File: config.mk
export PLATFORM = sky130hd
export DESIGN_NAME = csa_mult_iter
export DESIGN_NICKNAME = d
export VERILOG_FILES = /design/src/rtl/csa_mult_pkg.sv /design/src/rtl/csa_pp_gen.sv /design/src/rtl/csa_round.sv /design/src/rtl/csa_final_add.sv /design/src/rtl/csa_mult_iter.sv
export SDC_FILE = /design/constraint.sdc
export NUM_CORES = 1
export LEC_CHECK = 0
export BUFFER_PORTS_ARGS = -buffer_cell sky130_fd_sc_hd__buf_2
export CORE_ASPECT_RATIO = 1.5
export CORE_MARGIN = 10
export CORE_UTILIZATION = 50
export CTS_BUF_LIST = sky130_fd_sc_hd__clkbuf_8
export CTS_CLUSTER_DIAMETER = 80
export CTS_CLUSTER_SIZE = 20
export DETAILED_ROUTE_END_ITERATION = 8
export PLACE_DENSITY = 0.66
export RECOVER_POWER = 100
export SLEW_MARGIN = 30
export SYNTH_ARGS = -nofsm -noshare
export SYNTH_HDL_FRONTEND = slang
export SYNTH_SLANG_ARGS = --single-unit
File: constraint.sdc
create_clock -name clk -period 6.25 [get_ports clk]
set_input_delay 0.625 -clock clk [delete_from_list [all_inputs] [get_ports clk]]
set_output_delay 0.625 -clock clk [all_outputs]
set_load 0.005 [all_outputs]
File: src/rtl/csa_mult_pkg.sv
package csa_mult_pkg;

  typedef enum logic [1:0] {
    ST_IDLE = 2'd0,
    ST_GEN  = 2'd1,
    ST_RED  = 2'd2,
    ST_ADD  = 2'd3
  } mult_state_e;

  // live rows left after one compression round
  function automatic int rows_next(input int live);
    if (live <= 2) return live;
    return 2 * (live / 3) + (live % 3);
  endfunction

  // live rows at the start of round k
  function automatic int rows_at_round(input int width, input int k);
    int live;
    live = width;
    for (int i = 0; i < k; i++) live = rows_next(live);
    return live;
  endfunction

  // rounds needed to reach two rows or fewer
  function automatic int round_total(input int width);
    int live;
    int r;
    live = width;
    r = 0;
    while (live > 2) begin
      live = rows_next(live);
      r++;
    end
    return r;
  endfunction

endpackage

File: src/rtl/csa_pp_gen.sv
module csa_pp_gen #(
  parameter int WIDTH = 8,
  localparam int PW = 2 * WIDTH
) (
  input  logic [WIDTH-1:0]         mcand,
  input  logic [WIDTH-1:0]         mplier,
  output logic [WIDTH-1:0][PW-1:0] rows
);

  // row i is the multiplicand gated by multiplier bit i, aligned to column i
  for (genvar gi = 0; gi < WIDTH; gi++) begin : g_row
    assign rows[gi] = {{WIDTH{1'b0}}, mcand & {WIDTH{mplier[gi]}}} << gi;
  end

endmodule

File: src/rtl/csa_round.sv
module csa_round #(
  parameter int WIDTH = 8,
  localparam int PW = 2 * WIDTH,
  localparam int CW = $clog2(WIDTH + 1)
) (
  input  logic [WIDTH-1:0][PW-1:0] rows_in,
  input  logic [CW-1:0]            live,
  output logic [WIDTH-1:0][PW-1:0] rows_out
);

  logic [CW-1:0] ngrp;
  logic [CW-1:0] rem;

  assign ngrp = live / CW'(3);
  assign rem  = CW'(live % CW'(3));

  always_comb begin
    rows_out = '0;
    // full triples: sum into even slot, carry (one column left) into odd slot
    for (int g = 0; g < WIDTH / 3; g++) begin
      if (CW'(g) < ngrp) begin
        rows_out[2*g]   = rows_in[3*g] ^ rows_in[3*g+1] ^ rows_in[3*g+2];
        rows_out[2*g+1] = ((rows_in[3*g]   & rows_in[3*g+1]) |
                           (rows_in[3*g]   & rows_in[3*g+2]) |
                           (rows_in[3*g+1] & rows_in[3*g+2])) << 1;
      end
    end
    // first leftover: adder with zero, sum equals the row, carry is zero
    for (int g = 0; g <= (WIDTH - 1) / 3; g++) begin
      if (CW'(g) == ngrp && rem != '0) rows_out[2*g] = rows_in[3*g];
    end
    // second leftover: copied unchanged
    for (int g = 0; g <= (WIDTH - 2) / 3; g++) begin
      if (CW'(g) == ngrp && rem == CW'(2)) rows_out[2*g+1] = rows_in[3*g+1];
    end
  end

endmodule

File: src/rtl/csa_final_add.sv
module csa_final_add #(
  parameter int W = 16
) (
  input  logic [W-1:0] x,
  input  logic [W-1:0] y,
  output logic [W-1:0] s
);

  // carry-propagate stage; adder architecture is left to the mapping flow
  assign s = x + y;

endmodule

File: src/rtl/csa_mult_iter.sv
module csa_mult_iter
  import csa_mult_pkg::*;
#(
  parameter int WIDTH = 8
) (
  input  logic               clk,
  input  logic               rst_n,
  input  logic               start_i,
  input  logic [WIDTH-1:0]   a_i,
  input  logic [WIDTH-1:0]   b_i,
  output logic               done_o,
  output logic [2*WIDTH-1:0] prod_o
);

  localparam int PW = 2 * WIDTH;
  localparam int NR = round_total(WIDTH);
  localparam int RW = $clog2(NR + 2);
  localparam int CW = $clog2(WIDTH + 1);

  mult_state_e st_q, st_d;
  logic [RW-1:0] rnd_q, rnd_d;
  logic [1:0]    ph_q, ph_d;
  logic          done_q;
  logic [PW-1:0] prod_q, sum_w;
  logic [WIDTH-1:0] a_q, b_q;
  logic [WIDTH-1:0][PW-1:0] rows_q, rows_d, rows_pp, rows_red;
  logic [CW-1:0] live_w;
  logic op_en, rows_en, prod_en;

  csa_pp_gen #(.WIDTH(WIDTH)) u_pp (
    .mcand (a_q),
    .mplier(b_q),
    .rows  (rows_pp)
  );

  always_comb begin
    live_w = '0;
    for (int k = 0; k < NR; k++) begin
      if (rnd_q == RW'(k)) live_w = CW'(rows_at_round(WIDTH, k));
    end
  end

  csa_round #(.WIDTH(WIDTH)) u_round (
    .rows_in (rows_q),
    .live    (live_w),
    .rows_out(rows_red)
  );

  csa_final_add #(.W(PW)) u_add (
    .x(rows_q[0]),
    .y(rows_q[1]),
    .s(sum_w)
  );

  // enables
  assign op_en   = (st_q == ST_IDLE) && start_i;
  assign rows_en = (st_q == ST_GEN) || ((st_q == ST_RED) && (ph_q == 2'd2));
  assign rows_d  = (st_q == ST_GEN) ? rows_pp : rows_red;
  assign prod_en = (st_q == ST_ADD);

  // next state
  always_comb begin
    st_d  = st_q;
    rnd_d = rnd_q;
    ph_d  = ph_q;
    unique case (st_q)
      ST_IDLE: if (start_i) st_d = ST_GEN;
      ST_GEN: begin
        rnd_d = '0;
        ph_d  = '0;
        st_d  = (NR == 0) ? ST_ADD : ST_RED;
      end
      ST_RED: begin
        if (ph_q == 2'd2) begin
          ph_d = '0;
          if (rnd_q == RW'(NR - 1)) st_d = ST_ADD;
          else rnd_d = rnd_q + 1'b1;
        end else begin
          ph_d = ph_q + 1'b1;
        end
      end
      ST_ADD: st_d = ST_IDLE;
      default: st_d = ST_IDLE;
    endcase
  end

  // control registers
  always_ff @(posedge clk or negedge rst_n) begin
    if (!rst_n) begin
      st_q   <= ST_IDLE;
      rnd_q  <= '0;
      ph_q   <= '0;
      done_q <= 1'b0;
      prod_q <= '0;
    end else begin
      st_q   <= st_d;
      rnd_q  <= rnd_d;
      ph_q   <= ph_d;
      done_q <= prod_en;
      if (prod_en) prod_q <= sum_w;
    end
  end

  // datapath registers, no reset
  always_ff @(posedge clk) begin
    if (op_en) begin
      a_q <= a_i;
      b_q <= b_i;
    end
    if (rows_en) rows_q <= rows_d;
  end

  assign done_o = done_q;
  assign prod_o = prod_q;

endmodule

# Yosys cells after proc, flatten, opt, wreduce, memory -nomap -nowiden
# Index checks and enable logic that the tools add are counted.
[classes]
n_reduce_logical = 20
addsub = 3
order_cmp = 2
eq_ne = 16
bitwise = 24
n_div = 2
muxes = 22
[op_table]
columns = ["cell", "count"]
rows = [
  ["$mux W93", 1],
  ["$and A15 B15 Y15", 6],
  ["$mux W16", 5],
  ["$and A8 B8 Y8", 8],
  ["$mux W32", 2],
  ["$or A15 B15 Y15", 4],
  ["$xor A16 B16 Y16", 3],
  ["$add A16 B16 Y16", 1],
  ["$mux W4", 4],
  ["$xor A16 B15 Y16", 1],
  ["$mux W13", 1],
  ["$logic_and A1 B1 Y1", 8],
  ["$lt A1 B4 Y1 const A", 2],
  ["$mux W2", 4],
  ["$ne A2 B2 Y1 const B", 4],
  ["$pmux W2 S4", 1],
  ["$eq A2 B2 Y1 const B", 3],
  ["$eq A3 B2 Y1 const B", 2],
  ["$mux W3", 2],
  ["$pmux W3 S2", 1],
  ["$reduce_and A3 Y1", 2],
  ["$div A4 B2 Y4 const B", 1],
  ["$eq A1 B4 Y1 const A", 1],
  ["$eq A2 B4 Y1 const A", 1],
  ["17 further kinds", 21],
]
[word_totals]
ff_bits = 159
elab_cells = 111
output_inout_bits = 17
inputBits = 19

# Logic depth before layout (Yosys ltp)
# Gate-level depths: netlist (run 1).
[logic_depth]
word_depth = 10
mapped_depth = 19
depth_no_buf = 15

# Modules after synthesis
# From an unflattened synthesis (run 1), not the netlist that was laid out.
[hier_totals]
cells_unflattened = 928
area_unflattened_um2 = 11134.4
[by_module_without_submodules]
columns = ["mod", "cells_per_inst", "instances", "seq_area_each_um2", "area_each_um2"]
rows = [
  ["csa_mult_iter", 370, 1, 4924.7, 7001.7],
  ["csa_round", 331, 1, 0.0, 2523.7],
  ["csa_pp_gen", 129, 1, 0.0, 884.6],
  ["csa_final_add", 98, 1, 0.0, 724.4],
]

# Worst setup path after synthesis (run 1)
# Ideal clock, no wire load.
[synth_timing]
kind = "flip-flop to flip-flop"
startpoint = "register rnd_q[0]"
endpoint = "register rows_q[10] (netlist bit), enable pin"
stages_incl_launch_ff = 17
arrival_ns = 4.070
path_slack_ns = 1.768
path_buffers = 2
setup_time_ns = 0.412
required_time_ns = 5.838
path_cell_list = "dfrtp_1 ha_1 ha_1 buf_2 inv_1 o21ai_0 ha_1 inv_1 ha_1 clkbuf_1 a32oi_1 ha_1 nand2b_1 a21oi_1 o211a_2 nor3_1 o311ai_1"
[synth_via]
elab_chain_len = 10
word_cells_on_any_way = 15
cone_classes = "div (2); eq/ne (4); mux (4); reduce/logical (5)"
[synth_lines]
columns = ["item", "line", "rtl"]
rows = [
  ["from (decl)", "csa_mult_iter.sv:21", "logic [RW-1:0] rnd_q, rnd_d;"],
  ["from (signal assigned)", "csa_mult_iter.sv:97", "rnd_q <= rnd_d;"],
  ["$logic_not A3 Y1", "csa_mult_iter.sv:39", "if (rnd_q == RW'(k)) live_w = CW'(rows_at_round(WIDTH, k));"],
  ["$mux W4 (3 in a row)", "csa_mult_iter.sv:39", ""],
  ["$mux W4 *", "csa_mult_iter.sv:39", ""],
  ["$div A4 B2 Y4 or $mod A4 B2 Y4 (tied branches)", "csa_round.sv:14, csa_round.sv:15", ""],
  ["$logic_not A4 Y1 or $reduce_bool A4 Y1 (tied branches)", "csa_round.sv:30", "if (CW'(g) == ngrp && rem != '0) rows_out[2*g] = rows_in[3*g];"],
  ["$logic_and A1 B1 Y1 *", "csa_round.sv:30", ""],
  ["$ne A2 B2 Y1 (no line) *", "--", ""],
  ["$reduce_and A2 Y1 (no line) *", "--", ""],
  ["to (signal assigned)", "csa_mult_iter.sv:110", "if (rows_en) rows_q <= rows_d;"],
  ["to (decl)", "csa_mult_iter.sv:26", "logic [WIDTH-1:0][PW-1:0] rows_q, rows_d, rows_pp, rows_red;"],
]
# Every way passes the cells marked *; elsewhere a longest branch is shown, timed or not.
# A chain may end at the register's enable or synchronous reset.

==> results of run 1 <==
-- stage by stage --
step,setup WS (ns),instances,hold WS (ns)
finish,1.38,758,0.356
global route,0.933,758,0.329
CTS,1.98,758,0.160
detailed placement,2.04,726,0.465
global placement,2.13,726,0.461
floorplan,1.77,548,0.329
-- worst paths after layout --
check,from,slack (ns),endpoint,cells after the start
worst max-delay path,rnd_q[2],1.38,rows_q[88],11
worst min-delay path,a_i[5],0.36,a_q[5],1
worst max register to register,rnd_q[2],1.38,rows_q[88],11
worst min register to register,prod_o[5],0.48,prod_o[5],1
max in group asynchronous,rst_n,5.04,prod_o[10],1
min in group asynchronous,rst_n,0.44,prod_o[11],1
-- worst reg2reg max path: cells and delay by family (launching register included) --
kind / cells / cell delay, ns
AOI/OAI and AO/OA: 3 / 1.80
adders and majority gates: 3 / 1.01
buffers and inverters: 3 / 0.31
DFF: 1 / 0.50
and+or+nand+nor: 2 / 1.12
-- sequential cells by signal (all words and copies together) (netlist names) --
signal  flops
rows_q     94
prod_o     16
a_q         8
b_q         8
rnd_q       3
ph_q        2
st_q        2
done_o      1
-- layout make-up --
class                   instances  area [sq um]
repair buffers                 41           186
inverters                      37           139
clock inverters                15           178
clock buffers                  17           234
fillers                      1125          5910
multi-input cells             352          2850
well taps                     162           203
flip-flops and latches        134          3900
-- kinds of logic (layout without fill, tap and decap cells) --
logic type,Yosys count,count (layout)
and+or+nand+nor,160,160
DFF,134,134
AOI/OAI and AO/OA,123,123
buffers and inverters,62,110
adders and majority gates,53,53
muxes,9,9
xor gates and xnor gates,7,7
-- cell usage after synthesis, types with 10 or more instances --
cell        n  area, sq um
nand2_1    35          131
nand3_1    10         50.1
clkbuf_1   15         56.3
ha_1       30          375
and2_1     22          138
fa_1       23          460
o21ai_0    17         85.1
inv_1      36          135
a22o_1     15          131
nor2_1     15         56.3
o31ai_1    15          113
edfxtp_1  110         3300
dfrtp_1    24          601
and3_1     37          231
a21oi_1    11         55.1
-- layer usage --
metal | track usage (%) | vias to the layer above | wire length [um]
met4 | 5.47 | 0 | 229
li1 | - | 2137 | -
met3 | 3.41 | 18 | 459
met1 | 18.2 | 2148 | 5730
met2 | 27.6 | 74 | 7300
met5 | 0 | - | 0
==> run summary, run 1 <==
CTS Buf Count: 17
Cell variety after synth: 69
DR vias: 4377
HPWL after DPL: 10000 um
Slew Limit Fails: 142
setup violators final: 0
worst slew pin tran: 1.94 ns
post-synthesis mux area share: 1.37%
post-synthesis adder-cell area fraction: 11.9%
Worst path top cell family by delay: compound AO/OA/AOI/OAI gates
synthesis-stage register bit count: 134
syn avg cell area: 12.8 sq um
vias in the first global route: 4539
die span in x: 117 um
Syn Inst Count: 548
FMAX: 0.205 GHz
number of port buffers: 35
Layout Skew: 0.0183 ns
post-CTS resize count: 0
final std cell area, no fill: 0.00769 sq mm
Final #Nets: 655
endpoint class of the critical path: register
Mapped Area: 0.00701 sq mm
Vias/cell: 5.77
number of diodes: 0
fraction of registers with async set/reset: 17.9%
Die Y: 165 um
Routed WL per cell: 18.1 um
slowest cell delay on critical path: 1.49 ns
synth warn: 0
CP max FO: 24
drt first pass iters: 5
Final Cycle Share: 78.0%
Rel. slew slack: -29.4%
Antenna Violating Nets Remaining: 0
share of layout cells above drive strength 1: 11.9%
post-synth net total: 620
total congestion overflow: 0
DRC viols: 0
commonest non-fill, non-tap cell in the layout: edfxtp_1
CP cell instances: inv_1 > ha_1 > inv_1 > o21ai_0 > ha_1 > inv_1 > ha_1 > a21oi_1 > nor4b_4 > and3_1 > a22o_1
placed cell area: 0.00734 sq mm
hold buffers post-CTS: 0
total track usage: 15.6%
clk slew on worst S/H paths: 0.08 ns
TNS Setup: 0 ns
initial antenna violation count: 0
commonest cells after routing, fill and taps aside: 110 x edfxtp_1, 37 x inv_1, 37 x and3_1, 34 x nand2_1, 30 x ha_1
most common flop cell mapped by yosys: edfxtp_1
XOR/XNOR Fraction of Synth Area: 0.875%
register area share after synthesis: 55.7%
TritonCTS clock tree: built
slowest CP cell: a21oi_1
compound-cell area share of the yosys netlist: 13.6%
Initial Utilization: 51.5%
WL final: 13700 um
worst setup path class: reg2reg
setup repair after global routing missed its margin: no
clock tree sinks: 134
failing checks: max-capacitance violations, max-slew violations
total of max-cap violations: 3
Post-Synth Simple-Gate Area: 13.1%
placer congestion estimate: 0.814
final hold violation count: 0
worst endpoint required time: 6.55 ns
Core Footprint: 0.0136 sq mm
Critical path buffers and inverters: 3
WP data arrival: 5.18 ns
latest clock arrival within the worst-skew pair: 0.45 ns
die footprint: 0.0192 sq mm
H-tree levels: 4
P&R area growth vs syn: 9.73%
Root Driver: clkbuf_8
Hold Path Class: in2reg
first-pass GRT wire length: 23400 um
Setup crit start kind: register
starting DRC count in detailed routing: 212
number of synthesized flops with an enable pin: 110
main combinational cell family by area after synthesis: compound AO/OA/AOI/OAI gates
min Tclk post-route: 4.87 ns
setup bufs post-CTS: 0
row count: 52
IO Pins: 36
CTS max path bufs: 2
largest net degree at the start of global routing: 64
Final Core Density: 56.6%
outcome: finished, violations left
Power of run 1 is not shown: default switching activity piles up to over one toggle a cycle in this logic, so the estimate is an artifact.
==> run 2: changes to the inputs <==
clock period = 4.49 ns   (was 6.25 ns; I/O delays follow)
==> run 2 against run 1 <==
  * The run still ends with max-capacitance violations, max-slew violations left
  * Clock skew is 0.0072 ns lower
  * Core utilization increased by 0.17 points
  * Maximum frequency rose by 19%
  * Global-route usage fell by 0.30 points
  * Setup slack lost 0.98 ns
  * Critical endpoint is now rows_q[10]
  * Critical path depth is 4 higher
  * Routed wire length is 0.76% higher
  * Non-clock buffer count is 2 higher
  * Register-to-register slack lost 0.98 ns
  * Die area stayed put
  * Sequential share of layout area shrank 0.16 points
  * Clock-buffer cell count stayed put
==> run summary, run 2 (synthesis results as in run 1) <==
outcome: finished, violations left
failing checks: max-capacitance violations, max-slew violations
WL final: 13800 um (+0.76%)
Final Cycle Share: 91.3% (+13 points)
initial antenna violation count: 0 (unchanged)
setup ws final: 0.391 ns (-0.985 ns)
clock tree sinks: 134 (unchanged)
WP data arrival: 4.20 ns (-0.98 ns)
final hold violation count: 0 (unchanged)
Vias/cell: 5.93 (+2.7%)
hold wc startpoint: a_i[7]
setup violators final: 0 (unchanged)
first-pass GRT wire length: 23100 um (-1.3%)
FMAX: 0.244 GHz (+19%)
H-tree levels: 4 (unchanged)
latest clock arrival within the worst-skew pair: 0.44 ns (about the same)
total track usage: 15.4% (-0.30 points)
Register Area: 0.00390 sq mm (unchanged)
share of layout cells above drive strength 1: 12.2% (+0.29 points)
Final #Nets: 657 (+0.31%)
R2R cell count: 15 (+4)
HPWL after DPL: 10100 um (+0.45%)
placer congestion estimate: 0.851 (+4.6%)
Initial Utilization: 51.5% (unchanged)
DRC viols: 0 (unchanged)
Multi-input gate area: 0.00287 sq mm (+0.66%)
TNS Setup: 0 ns (unchanged)
RR Endpoint: rows_q[10]
Filler cells: 1097 (-2.5%)
starting DRC count in detailed routing: 263 (+24%)
endpoint class of the critical path: register
Slew Limit Fails: 52 (-63%)
Final Core Density: 56.7% (+0.17 points)
number of diodes: 0 (unchanged)
Core Footprint: 0.0136 sq mm (unchanged)
Die Y: 165 um (unchanged)
Hold Path Class: in2reg
fin cells: 760 (+0.26%)
vias in the first global route: 4651 (+2.5%)
R2R Setup Slk: 0.39 ns (-0.98 ns)
die footprint: 0.0192 sq mm (unchanged)
number of port buffers: 35 (unchanged)
drt first pass iters: 5 (unchanged)
CTS Buf Count: 17 (unchanged)
placed instance count: 727 (+0.14%)
Top reg by flops: rows_q
Routed WL per cell: 18.2 um (+0.49%)
Antenna Violating Nets Remaining: 0 (unchanged)
Hold EP: a_q[7]
IO Pins: 36 (unchanged)
total congestion overflow: 0 (unchanged)
worst slew pin tran: 1.83 ns (-0.113 ns)
Critical R2R Launch: rnd_q[0]
worst endpoint required time: 4.59 ns (-1.96 ns)
commonest non-fill, non-tap cell in the layout: edfxtp_1
largest net degree at the start of global routing: 64 (unchanged)
setup repair after global routing missed its margin: no
TritonCTS clock tree: built
commonest cells after routing, fill and taps aside: 110 x edfxtp_1, 37 x inv_1, 37 x and3_1, 34 x nand2_1, 30 x ha_1
row count: 52 (unchanged)
total of max-cap violations: 1 (-2)
CP max FO: 15 (-38%)
Setup crit start kind: register
setup bufs post-CTS: 0 (unchanged)
die span in x: 117 um (unchanged)
min Tclk post-route: 4.10 ns (-0.775 ns)
max reg flops: 94 (unchanged)
Layout Skew: 0.0111 ns (-0.00718 ns)
post-placement worst setup slack: 0.574 ns (-1.46 ns)
DR vias: 4506 (+2.9%)
worst setup path class: reg2reg
Root Driver: clkbuf_8
P&R area growth vs syn: 10.1%
CTS max path bufs: 2 (unchanged)
Hold Crit Depth: 1 (unchanged)
clk slew on worst S/H paths: 0.08 ns (about the same)
Rel. slew slack: -21.9% (+7.5 points)
==> run 2: changes by cell type in the layout (fill, tap and decap cells not counted), sizes merged <==
cell         change
buf              +1
clkinv           -1
clkinvlp         +1
dlygate4sd3      +1
==> run 2: critical path, cell delays in order (launching register included) <==
cell	delay (ns)
dfrtp_1	0.42
ha_1	0.24
ha_1	0.39
inv_1	0.15
o21ai_0	0.09
ha_1	0.21
inv_1	0.05
ha_1	0.45
a32oi_1	0.19
ha_1	0.26
nand2b_1	0.14
a21oi_1	0.19
o211a_2	0.21
nor3_1	0.06
o311ai_2	0.28
clkbuf_2	0.41
==> run 2: layout make-up <==
type,count,area share (%)
Sequential cell,134,50.6
Multi-Input combinational cell,352,37.1
Clock buffer,17,3.03
Timing Repair Buffer,43,2.71
Tap cell,162,2.63
Clock inverter,15,2.08
Inverter,37,1.80
==> run 2: worst max path at each step <==
stage / from / endpoint / slack (ns) / cells past startpoint
6_report: rnd_q[0] / rows_q[10] / 0.39 / 15
5_1_grt: rnd_q[0] / rows_q[3] / 0.15 / 15
4_1_cts: rnd_q[0] / rows_q[3] / 0.57 / 15
2_1_floorplan: rnd_q[0] / rows_q[10] / 0.008 / 16
3_5_place_dp: rnd_q[0] / rows_q[15] / 0.57 / 15
3_3_place_gp: rnd_q[0] / rows_q[14] / 0.65 / 15
==> run 2: per-layer routing <==
layer / routed length, um / GRT usage, % / vias up / part of all wire (%)
li1: - / - / 2139 / -
met1: 5630 / 17.2 / 2243 / 41
met2: 7450 / 27.0 / 101 / 54
met3: 474 / 3.05 / 23 / 3.4
met4: 279 / 7.72 / 0 / 2.0
met5: 0 / 0 / - / 0
==> run 2: through the flow <==
step	hold WS [ns]	instance area [sq um]
3_5_place_dp	0.463	7350
5_1_grt	0.153	7710
3_3_place_gp	0.461	7350
4_1_cts	0.152	7750
6_report	0.178	7710
2_1_floorplan	0.153	7010
==> run 2: repair_timing <==
| action | 4_1_cts | 5_1_grt |
|---|---|---|
| endpoints found under the hold margin | 18 | 0 |
| resized for setup | 0 | 0 |
| hold buffers | 1 | 0 |
| endpoints found under the setup margin | 0 | 0 |
Power of run 2 is left out for the same reason.
